`src/rtl/pgld_pkg.sv`:
```
package pgld_pkg;

    typedef enum logic [2:0] {
        ST_IDLE,
        ST_SYNC,
        ST_ADDR,
        ST_DATA,
        ST_ARM,
        ST_FIRE,
        ST_PROG
    } pg_state_e;

endpackage

```
`src/rtl/pgld_fsm.sv`:
```
module pgld_fsm
    import pgld_pkg::*;
#(
    parameter int ADDR_BITS = 16
) (
    input  logic clk,
    input  logic rst_n,
    input  logic rd_evt,
    input  logic wr_evt,
    input  logic wr_bit,
    input  logic commit_ok,
    input  logic prog_done,
    output logic seq_clr,
    output logic addr_shift,
    output logic data_shift,
    output logic prog_start
);

    localparam int ACNT_W = $clog2(ADDR_BITS + 1);

    pg_state_e state_q, state_d;
    logic [ACNT_W-1:0] addr_cnt_q;
    logic last_rd_q;
    logic wel_q;
    logic ev_rd, ev_wr, reset_hit, addr_last;

    // Simultaneous read and write strobes are meaningless and dropped.
    assign ev_rd = rd_evt & ~wr_evt;
    assign ev_wr = wr_evt & ~rd_evt;
    assign addr_last = (addr_cnt_q == ACNT_W'(ADDR_BITS - 1));
    assign reset_hit = ev_wr & ~wr_bit & last_rd_q &
                       (state_q != ST_ADDR) & (state_q != ST_PROG);

    always_comb begin
        state_d = state_q;
        if (reset_hit) begin
            state_d = ST_SYNC;
        end else begin
            unique case (state_q)
                ST_IDLE: state_d = ST_IDLE;
                ST_SYNC: begin
                    if (ev_rd) state_d = ST_ADDR;
                    else if (ev_wr) state_d = ST_IDLE;
                end
                ST_ADDR: begin
                    if (ev_rd) state_d = ST_IDLE;
                    else if (ev_wr && addr_last) state_d = ST_DATA;
                end
                ST_DATA: begin
                    if (ev_rd) state_d = ST_ARM;
                end
                ST_ARM: begin
                    if (ev_wr && wr_bit) state_d = ST_FIRE;
                end
                ST_FIRE: begin
                    if (ev_rd) state_d = (commit_ok && wel_q) ? ST_PROG : ST_IDLE;
                    else if (ev_wr) state_d = ST_IDLE;
                end
                ST_PROG: begin
                    if (prog_done) state_d = ST_IDLE;
                end
                default: state_d = ST_IDLE;
            endcase
        end
    end

    always_ff @(posedge clk or negedge rst_n) begin
        if (!rst_n) state_q <= ST_IDLE;
        else        state_q <= state_d;
    end

    always_comb begin
        seq_clr    = reset_hit;
        addr_shift = (state_q == ST_ADDR) & ev_wr;
        data_shift = (state_q == ST_DATA) & ev_wr;
        prog_start = (state_q == ST_FIRE) & ev_rd & commit_ok & wel_q;
    end

    always_ff @(posedge clk or negedge rst_n) begin
        if (!rst_n) begin
            addr_cnt_q <= '0;
            last_rd_q  <= 1'b0;
            wel_q      <= 1'b0;
        end else begin
            if (state_q == ST_PROG) last_rd_q <= 1'b0;
            else if (ev_rd)         last_rd_q <= 1'b1;
            else if (ev_wr)         last_rd_q <= 1'b0;

            if (reset_hit)       addr_cnt_q <= '0;
            else if (addr_shift) addr_cnt_q <= addr_cnt_q + 1'b1;

            if (prog_done)      wel_q <= 1'b0;
            else if (reset_hit) wel_q <= 1'b1;
        end
    end

endmodule

```
`src/rtl/pgld_buf.sv`:
```
module pgld_buf #(
    parameter int ADDR_BITS  = 16,
    parameter int ARR_AW     = 9,
    parameter int PAGE_BYTES = 8,
    parameter int BYTE_W     = 8
) (
    input  logic clk,
    input  logic rst_n,
    input  logic clr,
    input  logic addr_shift,
    input  logic data_shift,
    input  logic bit_in,
    output logic [ARR_AW-$clog2(PAGE_BYTES)-1:0]  page_base,
    output logic [PAGE_BYTES-1:0][BYTE_W-1:0]     page_data,
    output logic [PAGE_BYTES-1:0]                 page_mask,
    output logic                                  commit_ok
);

    localparam int SLOT_W = $clog2(PAGE_BYTES);
    localparam int BIT_W  = $clog2(BYTE_W);

    logic [ADDR_BITS-1:0] addr_sr_q;
    logic [BIT_W-1:0]     bit_idx_q;
    logic [SLOT_W-1:0]    byte_idx_q;
    logic [BYTE_W-1:0]    cur_q;
    logic [SLOT_W-1:0]    ptr;
    logic                 byte_done;
    logic [BYTE_W-1:0]    byte_full;

    assign ptr       = addr_sr_q[SLOT_W-1:0] + byte_idx_q;
    assign byte_done = data_shift && (bit_idx_q == BIT_W'(BYTE_W - 1));
    assign byte_full = {cur_q[BYTE_W-2:0], bit_in};
    assign page_base = addr_sr_q[ARR_AW-1:SLOT_W];
    assign commit_ok = (bit_idx_q == '0) && (|page_mask);

    always_ff @(posedge clk or negedge rst_n) begin
        if (!rst_n) begin
            addr_sr_q  <= '0;
            bit_idx_q  <= '0;
            byte_idx_q <= '0;
            cur_q      <= '0;
        end else if (clr) begin
            bit_idx_q  <= '0;
            byte_idx_q <= '0;
            cur_q      <= '0;
        end else begin
            if (addr_shift) addr_sr_q <= {addr_sr_q[ADDR_BITS-2:0], bit_in};
            if (data_shift) begin
                cur_q     <= byte_full;
                bit_idx_q <= byte_done ? '0 : bit_idx_q + 1'b1;
                if (byte_done) byte_idx_q <= byte_idx_q + 1'b1;
            end
        end
    end

    for (genvar s = 0; s < PAGE_BYTES; s++) begin : g_slot
        always_ff @(posedge clk or negedge rst_n) begin
            if (!rst_n) begin
                page_data[s] <= '0;
                page_mask[s] <= 1'b0;
            end else if (clr) begin
                page_mask[s] <= 1'b0;
            end else if (byte_done && ptr == SLOT_W'(s)) begin
                page_data[s] <= byte_full;
                page_mask[s] <= 1'b1;
            end
        end
    end

endmodule

```
`src/rtl/pgld_prog.sv`:
```
module pgld_prog #(
    parameter int ARR_AW      = 9,
    parameter int PAGE_BYTES  = 8,
    parameter int BYTE_W      = 8,
    parameter int BUSY_CYCLES = 40
) (
    input  logic clk,
    input  logic rst_n,
    input  logic start,
    input  logic [ARR_AW-$clog2(PAGE_BYTES)-1:0] page_base,
    input  logic [PAGE_BYTES-1:0][BYTE_W-1:0]    page_data,
    input  logic [PAGE_BYTES-1:0]                page_mask,
    output logic busy,
    output logic done,
    output logic arr_we,
    output logic [ARR_AW-1:0] arr_addr,
    output logic [BYTE_W-1:0] arr_data
);

    localparam int SLOT_W = $clog2(PAGE_BYTES);
    localparam int CNT_W  = $clog2(BUSY_CYCLES + 1);

    logic             active_q;
    logic [CNT_W-1:0] cnt_q;
    logic [SLOT_W-1:0] slot;

    assign slot = cnt_q[SLOT_W-1:0];
    assign busy = active_q;
    assign done = active_q && (cnt_q == CNT_W'(BUSY_CYCLES - 1));

    always_ff @(posedge clk or negedge rst_n) begin
        if (!rst_n) begin
            active_q <= 1'b0;
            cnt_q    <= '0;
        end else if (start) begin
            active_q <= 1'b1;
            cnt_q    <= '0;
        end else if (active_q) begin
            if (done) active_q <= 1'b0;
            else      cnt_q    <= cnt_q + 1'b1;
        end
    end

    always_ff @(posedge clk or negedge rst_n) begin
        if (!rst_n) begin
            arr_we   <= 1'b0;
            arr_addr <= '0;
            arr_data <= '0;
        end else begin
            arr_we   <= active_q && (cnt_q < CNT_W'(PAGE_BYTES)) && page_mask[slot];
            arr_addr <= {page_base, slot};
            arr_data <= page_data[slot];
        end
    end

endmodule

```
`src/rtl/page_loader.sv`:
```
module page_loader #(
    parameter int ADDR_BITS   = 16,
    parameter int ARR_AW      = 9,
    parameter int PAGE_BYTES  = 8,
    parameter int BYTE_W      = 8,
    parameter int BUSY_CYCLES = 40
) (
    input  logic              clk,
    input  logic              rst_n,
    input  logic              rd_evt,
    input  logic              wr_evt,
    input  logic              wr_bit,
    output logic              busy,
    output logic              arr_we,
    output logic [ARR_AW-1:0] arr_addr,
    output logic [BYTE_W-1:0] arr_data
);

    localparam int PAGE_W = ARR_AW - $clog2(PAGE_BYTES);

    logic seq_clr, addr_shift, data_shift, prog_start, prog_done, commit_ok;
    logic [PAGE_W-1:0]                page_base;
    logic [PAGE_BYTES-1:0][BYTE_W-1:0] page_data;
    logic [PAGE_BYTES-1:0]            page_mask;

    pgld_fsm #(.ADDR_BITS(ADDR_BITS)) u_fsm (
        .clk(clk), .rst_n(rst_n), .rd_evt(rd_evt), .wr_evt(wr_evt),
        .wr_bit(wr_bit), .commit_ok(commit_ok), .prog_done(prog_done),
        .seq_clr(seq_clr), .addr_shift(addr_shift), .data_shift(data_shift),
        .prog_start(prog_start)
    );

    pgld_buf #(.ADDR_BITS(ADDR_BITS), .ARR_AW(ARR_AW),
               .PAGE_BYTES(PAGE_BYTES), .BYTE_W(BYTE_W)) u_buf (
        .clk(clk), .rst_n(rst_n), .clr(seq_clr), .addr_shift(addr_shift),
        .data_shift(data_shift), .bit_in(wr_bit), .page_base(page_base),
        .page_data(page_data), .page_mask(page_mask), .commit_ok(commit_ok)
    );

    pgld_prog #(.ARR_AW(ARR_AW), .PAGE_BYTES(PAGE_BYTES), .BYTE_W(BYTE_W),
                .BUSY_CYCLES(BUSY_CYCLES)) u_prog (
        .clk(clk), .rst_n(rst_n), .start(prog_start), .page_base(page_base),
        .page_data(page_data), .page_mask(page_mask), .busy(busy),
        .done(prog_done), .arr_we(arr_we), .arr_addr(arr_addr),
        .arr_data(arr_data)
    );

endmodule

```
`config.mk`:
```
export PLATFORM = sky130hd
export DESIGN_NAME = page_loader
export DESIGN_NICKNAME = d
export VERILOG_FILES = /design/src/rtl/pgld_pkg.sv /design/src/rtl/pgld_fsm.sv /design/src/rtl/pgld_buf.sv /design/src/rtl/pgld_prog.sv /design/src/rtl/page_loader.sv
export SDC_FILE = /design/constraint.sdc
export NUM_CORES = 1
export LEC_CHECK = 0
export BUFFER_PORTS_ARGS = -buffer_cell sky130_fd_sc_hd__clkbuf_2
export CELL_PAD_IN_SITES_DETAIL_PLACEMENT = 0
export CELL_PAD_IN_SITES_GLOBAL_PLACEMENT = 1
export CORE_ASPECT_RATIO = 2
export CORE_MARGIN = 3
export CORE_UTILIZATION = 55
export DETAILED_ROUTE_END_ITERATION = 10
export HOLD_SLACK_MARGIN = 0.08
export PLACE_DENSITY_LB_ADDON = 0.1
export SLEW_MARGIN = 20
export SYNTH_ARGS = -nofsm -noshare
export SYNTH_HDL_FRONTEND = slang
export SYNTH_SLANG_ARGS = --single-unit
```
`constraint.sdc`:
```
create_clock -name clk -period 3.55 [get_ports clk]
set_input_delay 0.8875 -clock clk [delete_from_list [all_inputs] [get_ports clk]]
set_output_delay 0.8875 -clock clk [all_outputs]
set_load 0.02 [all_outputs]
```
; Word level (Yosys, flattened, before mapping)
; Cells that the tools add are included.
[word_totals]
ff_bits = 129
input_bits = 5
output_inout_bits = 19
word_cells = 171
[classes]
add_sub_neg = 5
n_lt_le_gt_ge = 2
eq_ne = 23
muxes = 52
bitwise_logic = 15
n_reduce_logical = 45
[ops]
columns = cell, n
row1 = 2-to-1 mux 3 bit, 16
row2 = nonzero test 2 bit, 13
row3 = 2-to-1 mux 1 bit, 25
row4 = binary-select mux 8 bit (select 3 bit), 1
row5 = == test 3 bit (second input constant), 8
row6 = AND reduction 2 bit, 11
row7 = 2-to-1 mux 6 bit, 3
row8 = case mux 3 bit (6 select lines), 1
row9 = logical AND 1 bit, 16
row10 = 2-to-1 mux 7 bit, 2
row11 = == test 3 x 2 -> 1 bit (second input constant), 4
row12 = bitwise AND 1 bit, 11
row13 = 2-to-1 mux 5 bit, 2
row14 = inequality test 3 x 2 -> 1 bit (second input constant), 3
row15 = 2-to-1 mux 8 bit, 1
row16 = OR reduction 8 bit, 1
row17 = adder 3 x 1 -> 3 bit (second input constant), 2
row18 = adder 6 x 1 -> 6 bit (second input constant), 1
row19 = == test 3 x 1 -> 1 bit (second input constant), 2
row20 = == test 6 bit (second input constant), 1
row21 = logical NOT 3 bit, 2
row22 = less-than comparator 6 x 4 -> 1 bit (second input constant), 1
row23 = inequality test 3 bit (second input constant), 2
row24 = adder 5 x 1 -> 5 bit (second input constant), 1
row25 = other kinds (9), 12

; Longest topological paths before layout
; Gate-level depths: netlist of the first run.
[logic_depth]
depth_word = 8
depth_mapped = 8
depth_no_buf = 8

; Cells and area by module
; A second synthesis of the first run with hierarchy kept.
[unflattened]
hier_cells = 425
area_unflattened_um2 = 6013.3
[by_module_without_submodules]
columns = mod, instances, cells_each, area_per_inst_um2
row1 = pgld_buf, 1, 263, 3872.5
row2 = pgld_prog, 1, 84, 1397.6
row3 = pgld_fsm, 1, 78, 743.2

; Worst setup path after synthesis of the first run
; No wires, ideal clock.
[synth_path]
path_type = flip-flop to flip-flop
startpoint = register u_buf.byte_idx_q[0]
endpoint = register u_buf.page_data[56] (netlist name)
setup_time_ps = 125
arrival_time_ps = 2211
setup_slack_ps = 1215
stages_incl_launch_ff = 7
path_buffers = 1
period_less_slack_ps = 2335
cell_sequence = dfrtp_1 ha_1 fa_1 clkbuf_1 nand4_2 nor2_4 mux2_2
[synth_via]
elab_chain_len = 4
[synth_rtl]
columns = element, line_no
row1 = start: declaration, pgld_buf.sv:24  ; logic [SLOT_W-1:0] byte_idx_q;
row2 = start signal: assignment, pgld_buf.sv:51  ; if (byte_done) byte_idx_q <= byte_idx_q + 1'b1;
row3 = adder 3 bit, pgld_buf.sv:30  ; assign ptr = addr_sr_q[SLOT_W-1:0] + byte_idx_q;
row4 = == test 3 bit, pgld_buf.sv:63  ; end else if (byte_done && ptr == SLOT_W'(s)) begin
row5 = logical AND 1 bit, pgld_buf.sv:63
row6 = AND reduction 2 bit (no source line), -
row7 = end signal: indexed assignment, pgld_buf.sv:64  ; page_data[s] <= byte_full;
row8 = end: declaration, pgld_buf.sv:14  ; output logic [PAGE_BYTES-1:0][BYTE_W-1:0] page_data,
; Every way passes these cells.
; A chain may end at the register's enable or synchronous reset.

; Worst setup path after layout of the first run
[layout_path]
startpoint = register u_buf.byte_idx_q[0]
endpoint = register u_buf.page_data[34] (netlist name)
; Same word-level chain as after synthesis.

==> results.md, run 1 <==
* Status: complete, no violations
* Vias per cell at 5.729
* Pleak at 3.345 nW
* Boundary Pins at 24
* Drt wl/cell at 18.96 um
* Synth Net Count at 464
* # DRC at 0
* First-pass GRT wire length at approximately 20000 um
* Post-CTS Setup Inserts at 0
* Post-CTS Resized at 0
* Grt met3 use at 0.05266
* Fmax at 406.7 MHz
* Slew @ Worst Pin at 756.6 ps
* Final antenna-violating net count at 0
* Number of synthesized flops with an enable pin at 0
* TritonCTS clock tree: done
* Area of the multi-input gates at between 0.002 and 0.0025 mm^2
* # setup viols final at 0
* Final nets at 487
* Switching power total at 0.9068 mW
* Synth area leader: dfrtp_1
* Switch share at 0.2400
* Tcrit/Tclk final at 0.6926
* Initial DRC Count at 183
* RSZ-0062 raised after global routing: no
* Worst clock skew at 5.966 ps
* H-tree Lvls at 4
* Syn Area/Cell at 12.98 um^2
* Die Y at 151.7 um
* Peak supply drop at about 0.00046 V
* Data required, critical path at between 3000 and 4000 ps
* Mapped cell area at 0.005841 mm^2
* Power Dens Cells at approximately 560 mW/mm^2
* Final hold violation count at 0
* CTS Root Cell: clkbuf_16
* Met2 Usage GRT at 0.3935
* Met1 usage at 0.2618
* Worst Setup End Kind: flip-flop
* Crit start category: flip-flop
* Fillers at 798
* Die width at 78.87 um
* Clk_lat worst skew at just over 400 ps
* Synth Flop Type: dfrtp_1
* Max clock buf depth at 2
* Post-CTS Hold Buffers at 0
* Number of max-cap violations at 0
* Vias at 3552
* Detail Placement HPWL at a little under 8000 um
* CP Data Arrival Time at roughly 2800 ps
* DRT Wirelength at 11760 um
* Inserted Diodes at 0
* Share of power burned in registers at 0.422
* Most used routing layer: met2
* Synth cell types at 56
* Max-slew headroom at 0.4913
* Register area at 0.003228 mm^2
* Setup TNS Final at 0 ps
* GPL Wtd Cong at 0.7923
* Post-Syn Instances at 450
* Register bit count reported by yosys at around 130
* Initial DRT Pass Iterations at 4
* YS warnings at 0
* Most area-consuming cells after synthesis: dfrtp_1 55%, mux2_2 13%, mux4_2 6.9%
* Cell-internal power at 2.871 mW
* Core region area at 0.01021 mm^2
* Initial Util at 0.5718
* Worst-path clk slew at around 60 ps
* Die area at 0.01197 mm^2
* Clock Sinks at 129
* Num CTS Buffers at 17
* Initial antenna violation count at 0
* Sequential area share after synthesis at 0.5527
* Ys async rst share at 1.000
* Largest net degree at the start of global routing at 86
* Slew Limit Fails at 0
* Port bufs at 23
* CP Max Fanout at 9
* Grt ovf at 0
* Yosys top cell area share at 0.5527
* Logic pwr share at 0.079
* Layout cells sized above 1 at 0.3340
* Critical path class: flip-flop to flip-flop
* Design area at about 0.0067 mm^2
* Layout area overhead at 15.04%
* Row count at 52
* Total track usage at 0.2235
* Clock network power share at 0.499
* Worst min-delay path class: flip-flop to flip-flop
* Vias in the first global route at ~3.8k
* Post-DP Area at about 0.0061 mm^2
* Minimum clock period at approximately 2500 ps
## metrics by stage
stage | power [mW] | cells | utilization | setup WS [ps] | hold slack [ps]
after floorplan | 1.820 | 450 | - | 1215 | 353.5
after global placement | 1.911 | 589 | 0.5953 | 813.4 | 364.7
after CTS | 3.806 | 620 | 0.6578 | 1086 | 400.1
after detailed placement | 1.922 | 589 | 0.5953 | 740.9 | 387.0
final | 3.778 | 620 | 0.6578 | 1091 | 391.1
after global routing | 3.930 | 620 | 0.6578 | 967.4 | 412.0
## per-layer routing
layer,up-vias,routed length (um)
met3,17,239
li1,1627,-
met2,44,6566
met4,0,342
met1,1864,4607
met5,-,0
## critical path, cell delays in order, from the launching register on
cell	delay (ps)
dfrtp_1	410
ha_1	220
fa_1	610
nor2_2	360
nand3_2	350
mux2_2	390
## synth_stat cells, types with 3 or more instances
cell        n
dfrtp_1   129
nand2_1    72
mux2_2     66
mux4_2     18
nor2_1     16
a21oi_1    13
clkbuf_1   11
nand3_1    10
buf_1       8
ha_1        8
inv_1       6
xor2_1      6
buf_2       5
nand2b_1    5
nand4_1     5
o21ai_0     5
and2_1      4
nand4_4     4
nor2b_1     4
nand3b_1    3
nor2_4      3
or3_1       3
xnor2_1     3
## power groups by stage
| stage | sequential, mW | combinational, mW | clock [mW] |
|---|---|---|---|
| 2_1_floorplan | 1.58 | 0.241 | 0 |
| 5_1_grt | 1.60 | 0.342 | 1.99 |
| 3_3_place_gp | 1.62 | 0.293 | 0 |
| 3_5_place_dp | 1.62 | 0.302 | 0 |
| 4_1_cts | 1.59 | 0.303 | 1.91 |
| 6_report | 1.59 | 0.297 | 1.89 |
## cells in the final DEF, fill, tap and decap left out, types with 6 or more instances in the layout
cell type / Yosys / routed
dfrtp_1: 129 / 129
nand2_1: 72 / 72
mux2_2: 66 / 66
clkbuf_2: 0 / 22
mux4_2: 18 / 18
clkbuf_16: 0 / 17
nor2_1: 16 / 16
a21oi_1: 13 / 13
nand3_1: 10 / 10
ha_1: 8 / 8
inv_1: 6 / 6
xor2_1: 6 / 6
buf_4: 1 / 6
## kinds of logic (layout without fill, tap and decap cells)
logic type / count (synthesis) / after routing / share of synthesized area
simple gates: 146 / 146 / 0.1358
flops: 129 / 129 / 0.5527
mux: 88 / 88 / 0.2039
compound gates: 34 / 34 / 0.03792
buf+inv: 31 / 66 / 0.02164
xor+xnor: 12 / 12 / 0.02571
fa+ha+maj: 10 / 10 / 0.02228
## state kept, by name (all words and copies together) (netlist names), 3 cells and up
| signal | cells |
|---|---|
| u_buf.bit_idx_q | 3 |
| u_buf.page_mask | 8 |
| u_prog.arr_data | 8 |
| u_fsm.addr_cnt_q | 5 |
| u_buf.addr_sr_q | 9 |
| u_prog.cnt_q | 6 |
| u_prog.arr_addr | 9 |
| u_fsm.state_q | 3 |
| u_buf.cur_q | 7 |
| u_buf.page_data | 64 |
| u_buf.byte_idx_q | 3 |
## final cells by class
type                       instances  share of cell area
clock inverter                    14             0.03166
sequential                       129              0.4804
inverter                           6            0.003352
timing repair buffer              29             0.02607
clock buffer                      17             0.06331
tap                              135             0.02514
multi-input combinational        290              0.3700
## path summary, 6_finish.rpt
| path | start | endpoint | slack [ps] | depth (start not counted) |
|---|---|---|---|---|
| max in group asynchronous | rst_n | u_buf.page_data[24]$_DFFE_PN0P_ | 2210 | 2 |
| worst max-delay path | u_buf.byte_idx_q[0]$_DFFE_PN0P_ | u_buf.page_data[34]$_DFFE_PN0P_ | 1090 | 5 |
| worst max register to register | u_buf.byte_idx_q[0]$_DFFE_PN0P_ | u_buf.page_data[34]$_DFFE_PN0P_ | 1090 | 5 |
| min in group asynchronous | rst_n | u_prog.arr_data[6]$_DFF_PN0_ | 480 | 1 |
| worst min-delay path | u_buf.addr_sr_q[8]$_DFFE_PN0P_ | u_prog.arr_addr[8]$_DFF_PN0_ | 390 | 0 |
| worst min register to register | u_buf.addr_sr_q[8]$_DFFE_PN0P_ | u_prog.arr_addr[8]$_DFF_PN0_ | 390 | 0 |
(Power assumes the default switching activity.)
==> inputs of run 2 (changes only) <==
Settings changed: CORE_UTILIZATION 55 to 46.
Clock period 3.55 ns to 2.1 ns, I/O delays scaled along.
==> run 2 against run 1 <==
Effect of this change:
- the run now ends with setup timing left
- core utilization is 5.8 points lower
- non-clock buffer count is 53 higher
- die area is 18% higher
- total power is 75% higher
- via count is 5.1% higher
- critical path depth is 1 higher
- flip-flop and latch count stayed put
- final area is 9.5% higher
- critical path type unchanged
- critical endpoint is now u_buf.page_data[46]$_DFFE_PN0P_
- largest cell class unchanged
- highest routed layer unchanged
==> results.md, run 2 (synthesis results as in run 1) <==
* Core region area at 0.01227 mm^2 (+20%)
* Critical path class: flip-flop to flip-flop
* H-tree Lvls at 4 (unchanged)
* Final antenna-violating net count at 0 (unchanged)
* Worst r2r src: u_buf.addr_sr_q[0]$_DFFE_PN0P_
* WHS Path Cells at 0 (unchanged)
* Clock network power share at 0.489 (-0.010)
* Status: finished with violations
* Boundary Pins at 24 (unchanged)
* Slew @ Worst Pin at 467.4 ps (-289.1 ps)
* Worst Setup End Kind: flip-flop
* Clock Sinks at 129 (unchanged)
* Biggest register: u_buf.page_data
* Power Dens Cells at 896.6 mW/mm^2 (+59%)
* Most common cell after layout, fill and taps aside: dfrtp_1
* Worst min-delay path class: flip-flop to flip-flop
* Drt wl/cell at 18.97 um (about the same)
* R2r endpoint: u_buf.page_data[46]$_DFFE_PN0P_
* Max clock buf depth at 2 (unchanged)
* Final hold violation count at 0 (unchanged)
* Tcrit/Tclk final at 1.027 (+0.3343)
* TritonCTS clock tree: done
* Initial DRT Pass Iterations at 5 (+1)
* Detail Placement HPWL at 8725 um (+12%)
* Reg2Reg Setup Slack at -60 ps (-1150 ps)
* Number of max-cap violations at 0 (unchanged)
* Hold wc startpoint: u_buf.addr_sr_q[8]$_DFFE_PN0P_
* Fillers at 1027 (+29%)
* Total track usage at 0.2031 (-0.02039)
* Peak supply drop at 0.0006240 V (+37%)
* Worst Reg-to-Reg Cells at 6 (+1)
* CTS Root Cell: clkbuf_16
* Pleak at 3.661 nW (+9.5%)
* Row count at 57 (+9.6%)
* Inserted Diodes at 0 (unchanged)
* Port bufs at 23 (unchanged)
* Minimum clock period at 2157 ps (-302.3 ps)
* Max reg flops at 64 (unchanged)
* Switch share at 0.2499 (+0.009898)
* Num CTS Buffers at 17 (unchanged)
* Worst clock skew at 9.041 ps (+3.075 ps)
* Setup WS post-layout at -56.51 ps (-1148 ps)
* DRT Wirelength at 13010 um (+11%)
* Layout area overhead at 25.92%
* Logic pwr share at 0.108 (+0.029)
* Clk_lat worst skew at 410 ps (about the same)
* CP Max Fanout at 5 (-4)
* Fmax at 463.7 MHz (+14%)
* Leading registers by flop count: u_buf.page_data x64, u_buf.addr_sr_q x9, u_prog.arr_addr x9
* Share of power burned in registers at 0.403 (-0.019)
* # DRC at 0 (unchanged)
* Cells after DPL at 641 (+8.8%)
* Pre-CTS WS at -205.0 ps (-945.9 ps)
* Initial DRC Count at 176 (-3.8%)
* Crit start category: flip-flop
* Layout cells sized above 1 at 0.4045 (+0.07043)
* Grt ovf at 0 (unchanged)
* Max-slew headroom at 0.6855 (+0.1942)
* Failing checks: setup timing
* Initial Util at 0.4761 (-0.09565)
* Data required, critical path at 2390 ps (-1450 ps)
* Vias in the first global route at 4091 (+7.4%)
* Total power at 6.594 mW (+75%)
* CP Data Arrival Time at 2450 ps (-300 ps)
* Slew Limit Fails at 0 (unchanged)
* Worst-path clk slew at 60 ps (about the same)
* Vias at 3733 (+5.1%)
* Cell-internal power at 4.946 mW (+72%)
* Die area at 0.01417 mm^2 (+18%)
* Die Y at 165.4 um (+9.0%)
* # setup viols final at 39 (+39)
* Setup TNS Final at -849.7 ps (-849.7 ps)
* Die width at 85.68 um (+8.6%)
* Non-Filler Instances at 686 (+11%)
* Switching power total at 1.648 mW (+82%)
* Fin Hold WS at 385.1 ps (-6.018 ps)
* Most frequent cells in the layout: 129 x dfrtp_1, 72 x nand2_1, 56 x mux2_2
* First-pass GRT wire length at 21640 um (+9.7%)
* Largest net degree at the start of global routing at 49 (-43%)
* Initial antenna violation count at 0 (unchanged)
* GPL Wtd Cong at 0.7665 (-3.3%)
* Final nets at 540 (+11%)
* Vias per cell at 5.442 (-5.0%)
* RSZ-0062 raised after global routing: yes
* Hold path endpoint: u_prog.arr_addr[8]$_DFF_PN0_
run 2: power by group through the flow:
stage                     logic, mW  clock network (mW)  registers (mW)
after floorplan               0.412                   0            2.67
after global placement        0.653                   0            2.70
after detailed placement      0.665                   0            2.70
after CTS                     0.709                3.28            2.65
after global routing          0.796                3.41            2.67
final                         0.712                3.23            2.65
run 2: repair_timing:
| item | in CTS | in global routing |
|---|---|---|
| pin swaps | 11 | 4 |
| endpoints found under the setup margin | 65 | 62 |
| gates resized for setup | 26 | 4 |
| hold buffers | 1 | 0 |
| hold endpoints to repair | 28 | 0 |
| buffers inserted | 9 | 4 |
run 2: area by class of cell:
class,instances,area (um^2),area share
multi-input cells,290,2576,0.3503
repair buffers,82,691.9,0.09408
clock buffers,19,452.9,0.06159
clock inverters,13,198.9,0.02705
inverters,6,22.52,0.003062
well taps,147,183.9,0.02501
flip-flops and latches,129,3228,0.4389
run 2: worst max-delay path by stage:
stage | start | to | slack, ps
6_report | u_buf.addr_sr_q[0]$_DFFE_PN0P_ | u_buf.page_data[46]$_DFFE_PN0P_ | -60
5_1_grt | u_buf.addr_sr_q[0]$_DFFE_PN0P_ | u_buf.page_data[12]$_DFFE_PN0P_ | -130
4_1_cts | u_buf.addr_sr_q[0]$_DFFE_PN0P_ | u_buf.page_data[12]$_DFFE_PN0P_ | -80
3_5_place_dp | u_buf.byte_idx_q[0]$_DFFE_PN0P_ | u_buf.page_data[7]$_DFFE_PN0P_ | -210
3_3_place_gp | u_buf.byte_idx_q[0]$_DFFE_PN0P_ | u_buf.page_data[7]$_DFFE_PN0P_ | -170
2_1_floorplan | u_buf.byte_idx_q[0]$_DFFE_PN0P_ | u_buf.page_data[56]$_DFFE_PN0P_ | -50
run 2: metal layers:
metal | part of all wire | track usage | wire length (um) | vias up
met1 | 0.39 | 0.2309 | 5026 | 1915
met4 | 0.018 | 0.07133 | 240 | 0
met3 | 0.024 | 0.04369 | 308 | 16
met2 | 0.57 | 0.3708 | 7437 | 62
li1 | - | - | - | 1740
met5 | 0 | 0 | 0 | -
run 2: through the flow:
stage                     cell area [um^2]    util
after floorplan                       5844       -
after global placement                6446  0.5255
after detailed placement              6446  0.5255
after CTS                             7306  0.5956
after global routing                  7355  0.5996
final                                 7355  0.5996
run 2: worst max-delay path: stages (launching register included):
cell     delay (ps)
dfrtp_1         390
ha_2            190
fa_2            430
xnor2_4         360
nand4_4         190
buf_12          180
mux2_4          290
==> inputs of run 3 (changes only) <==
Settings changed: TNS_END_PERCENT set to 1.
==> run 3 against run 2 <==
Effect of this change:
- fmax fell by 0.79%
- worst hold slack got worse by 230 ps
- clock skew barely moved
- routed wire length fell by 6.0%
- critical path type unchanged
- the run still ends with setup timing left
- flip-flop and latch count did not move
- total power fell by 6.8%
- critical path depth did not move
- largest cell class unchanged
- register-to-register slack got worse by 20 ps
- count of clock-buffer cells in the layout fell by 1
==> results.md, run 3 (synthesis results as in run 1) <==
* Status: finished with violations
* Failing checks: setup timing
* Row count at 57 (unchanged)
* TritonCTS clock tree: done
* Core region area at 0.01227 mm^2 (unchanged)
* Reg2Reg Setup Slack at -70 ps (-20 ps)
* Switching power total at 1.546 mW (-6.2%)
* Most common cell after layout, fill and taps aside: dfrtp_1
* First-pass GRT wire length at 20810 um (-3.8%)
* Fillers at 1056 (+2.8%)
* Slew @ Worst Pin at 532.9 ps (+65.43 ps)
* Cells after DPL at 638 (-0.47%)
* Pre-CTS WS at -250.6 ps (-45.58 ps)
* Non-Filler Instances at 672 (-2.0%)
* Initial Util at 0.4761 (unchanged)
* Die Y at 165.4 um (unchanged)
* Largest net degree at the start of global routing at 100 (+100%)
* Power Dens Cells at 871.5 mW/mm^2 (-2.8%)
* GPL Wtd Cong at 0.7826 (+2.1%)
* Total track usage at 0.1940 (-0.009087)
* Final nets at 527 (-2.4%)
* Pleak at 3.525 nW (-3.7%)
* Fmax at 460.0 MHz (-0.79%)
* Logic pwr share at 0.105 (-0.003)
* Boundary Pins at 24 (unchanged)
* Clock Sinks at 129 (unchanged)
* Critical path class: flip-flop to flip-flop
* Data required, critical path at 2380 ps (about the same)
* Final hold violation count at 0 (unchanged)
* Leading registers by flop count: u_buf.page_data x64, u_buf.addr_sr_q x9, u_prog.arr_addr x9
* Inserted Diodes at 0 (unchanged)
* Clk_lat worst skew at 410 ps (about the same)
* Worst Reg-to-Reg Cells at 6 (unchanged)
* Cell-internal power at 4.598 mW (-7.0%)
* Switch share at 0.2516 (+0.001690)
* RSZ-0062 raised after global routing: yes
* H-tree Lvls at 4 (unchanged)
* Num CTS Buffers at 17 (unchanged)
* Max clock buf depth at 2 (unchanged)
* DRT Wirelength at 12240 um (-6.0%)
* Area of the multi-input gates at 0.002507 mm^2 (-2.7%)
* Max-slew headroom at 0.6448 (-0.04075)
* Worst-path clk slew at 60 ps (about the same)
* Worst clock skew at 9.518 ps (+0.4766 ps)
* Worst min-delay path class: primary input to asynchronous set/reset pin
* Number of max-cap violations at 0 (unchanged)
* Die width at 85.68 um (unchanged)
* Tcrit/Tclk final at 1.035 (+0.008214)
* Initial antenna violation count at 0 (unchanged)
* Setup WS post-layout at -73.76 ps (-17.25 ps)
* CP Max Fanout at 9 (+4)
* Worst Setup End Kind: flip-flop
* Fin Hold WS at 159.4 ps (-225.7 ps)
* Minimum clock period at 2174 ps (+17.25 ps)
* Port bufs at 23 (unchanged)
* Biggest register: u_buf.page_data
* Setup TNS Final at -447.4 ps (+402.3 ps)
* Total power at 6.144 mW (-6.8%)
* CP Data Arrival Time at 2460 ps (about the same)
* Clock network power share at 0.462 (-0.027)
* Detail Placement HPWL at 8413 um (-3.6%)
* Layout area overhead at 20.72%
* Most frequent cells in the layout: 129 x dfrtp_1, 72 x nand2_1, 66 x mux2_2
* Grt ovf at 0 (unchanged)
* Die area at 0.01417 mm^2 (unchanged)
* Share of power burned in registers at 0.433 (+0.030)
* Vias at 3641 (-2.5%)
* Vias per cell at 5.418 (-0.43%)
* Drt wl/cell at 18.21 um (-4.0%)
* # setup viols final at 21 (-46%)
* # DRC at 0 (unchanged)
* Peak supply drop at 0.0006704 V (+7.4%)
* Final antenna-violating net count at 0 (unchanged)
* R2r endpoint: u_buf.page_data[5]$_DFFE_PN0P_
* Max reg flops at 64 (unchanged)
* Layout cells sized above 1 at 0.3886 (-0.01588)
* CTS Root Cell: clkbuf_16
* Slew Limit Fails at 0 (unchanged)
* Register area at 0.003228 mm^2 (unchanged)
* Crit start category: flip-flop
* Vias in the first global route at 3985 (-2.6%)
* Initial DRC Count at 234 (+33%)
* Worst r2r src: u_buf.byte_idx_q[0]$_DFFE_PN0P_
* Initial DRT Pass Iterations at 4 (-1)
* Post-CTS Hold Buffers at 0 (-1)
-- run 3: changes by cell type in the layout (fill, tap and decap cells not counted), moves of 2 or more --
cell	change
mux2_4	-11
mux2_2	+10
buf_6	-6
clkinv_2	+4
buf_12	-3
buf_4	-3
bufinv_16	-2
inv_6	-2
-- run 3: timing repair --
action                     4_1_cts  5_1_grt
pin swaps                        3        3
setup buffers                    2        1
setup endpoints to repair       68       62
gates resized for setup          8        1
-- run 3: cell type report --
type / instances / area share
clock buffers: 18 / 0.06229
clock inverters: 13 / 0.01952
inverters: 6 / 0.003194
multi-input cells: 290 / 0.3556
flip-flops and latches: 129 / 0.4579
well taps: 147 / 0.02609
repair buffers: 69 / 0.07542
-- run 3: layer usage --
metal	vias up	track usage	routed length, um
met5	-	0	0
met4	0	0.06628	164
met3	11	0.03625	268
met2	43	0.3520	6996
met1	1876	0.2273	4806
li1	1711	-	-
-- run 3: how the worst max path moves through the flow --
| stage | startpoint | slack [ps] | end | cells past startpoint |
|---|---|---|---|---|
| 6_report | u_buf.byte_idx_q[0]$_DFFE_PN0P_ | -70 | u_buf.page_data[5]$_DFFE_PN0P_ | 6 |
| 5_1_grt | u_buf.byte_idx_q[0]$_DFFE_PN0P_ | -130 | u_buf.page_data[5]$_DFFE_PN0P_ | 6 |
| 4_1_cts | u_buf.byte_idx_q[0]$_DFFE_PN0P_ | -60 | u_buf.page_data[5]$_DFFE_PN0P_ | 6 |
| 3_5_place_dp | u_buf.byte_idx_q[0]$_DFFE_PN0P_ | -250 | u_buf.page_data[9]$_DFFE_PN0P_ | 5 |
| 3_3_place_gp | u_buf.byte_idx_q[0]$_DFFE_PN0P_ | -170 | u_buf.page_data[10]$_DFFE_PN0P_ | 5 |
| 2_1_floorplan | u_buf.byte_idx_q[0]$_DFFE_PN0P_ | -50 | u_buf.page_data[56]$_DFFE_PN0P_ | 6 |
-- run 3: metrics by stage --
step	utilization	instance area (um^2)
after global routing	0.5748	7051
after CTS	0.5728	7027
after detailed placement	0.5216	6399
after floorplan	-	5844
after global placement	0.5216	6399
final	0.5748	7051
-- run 3: worst max-delay path, stage by stage, from the launching register on --
cell and delay [ps]:
dfrtp_1 390, ha_2 190, fa_2 440, xnor2_4 220, nor3_2 310, nand2_4 170
mux2_1 330
-- run 3: power groups by stage --
stage	Combinational [mW]	Clock [mW]	Sequential, mW
finish	0.647	2.84	2.66
global route	0.729	3.01	2.67
CTS	0.657	2.91	2.66
detailed placement	0.644	0	2.70
global placement	0.634	0	2.70
floorplan	0.412	0	2.67
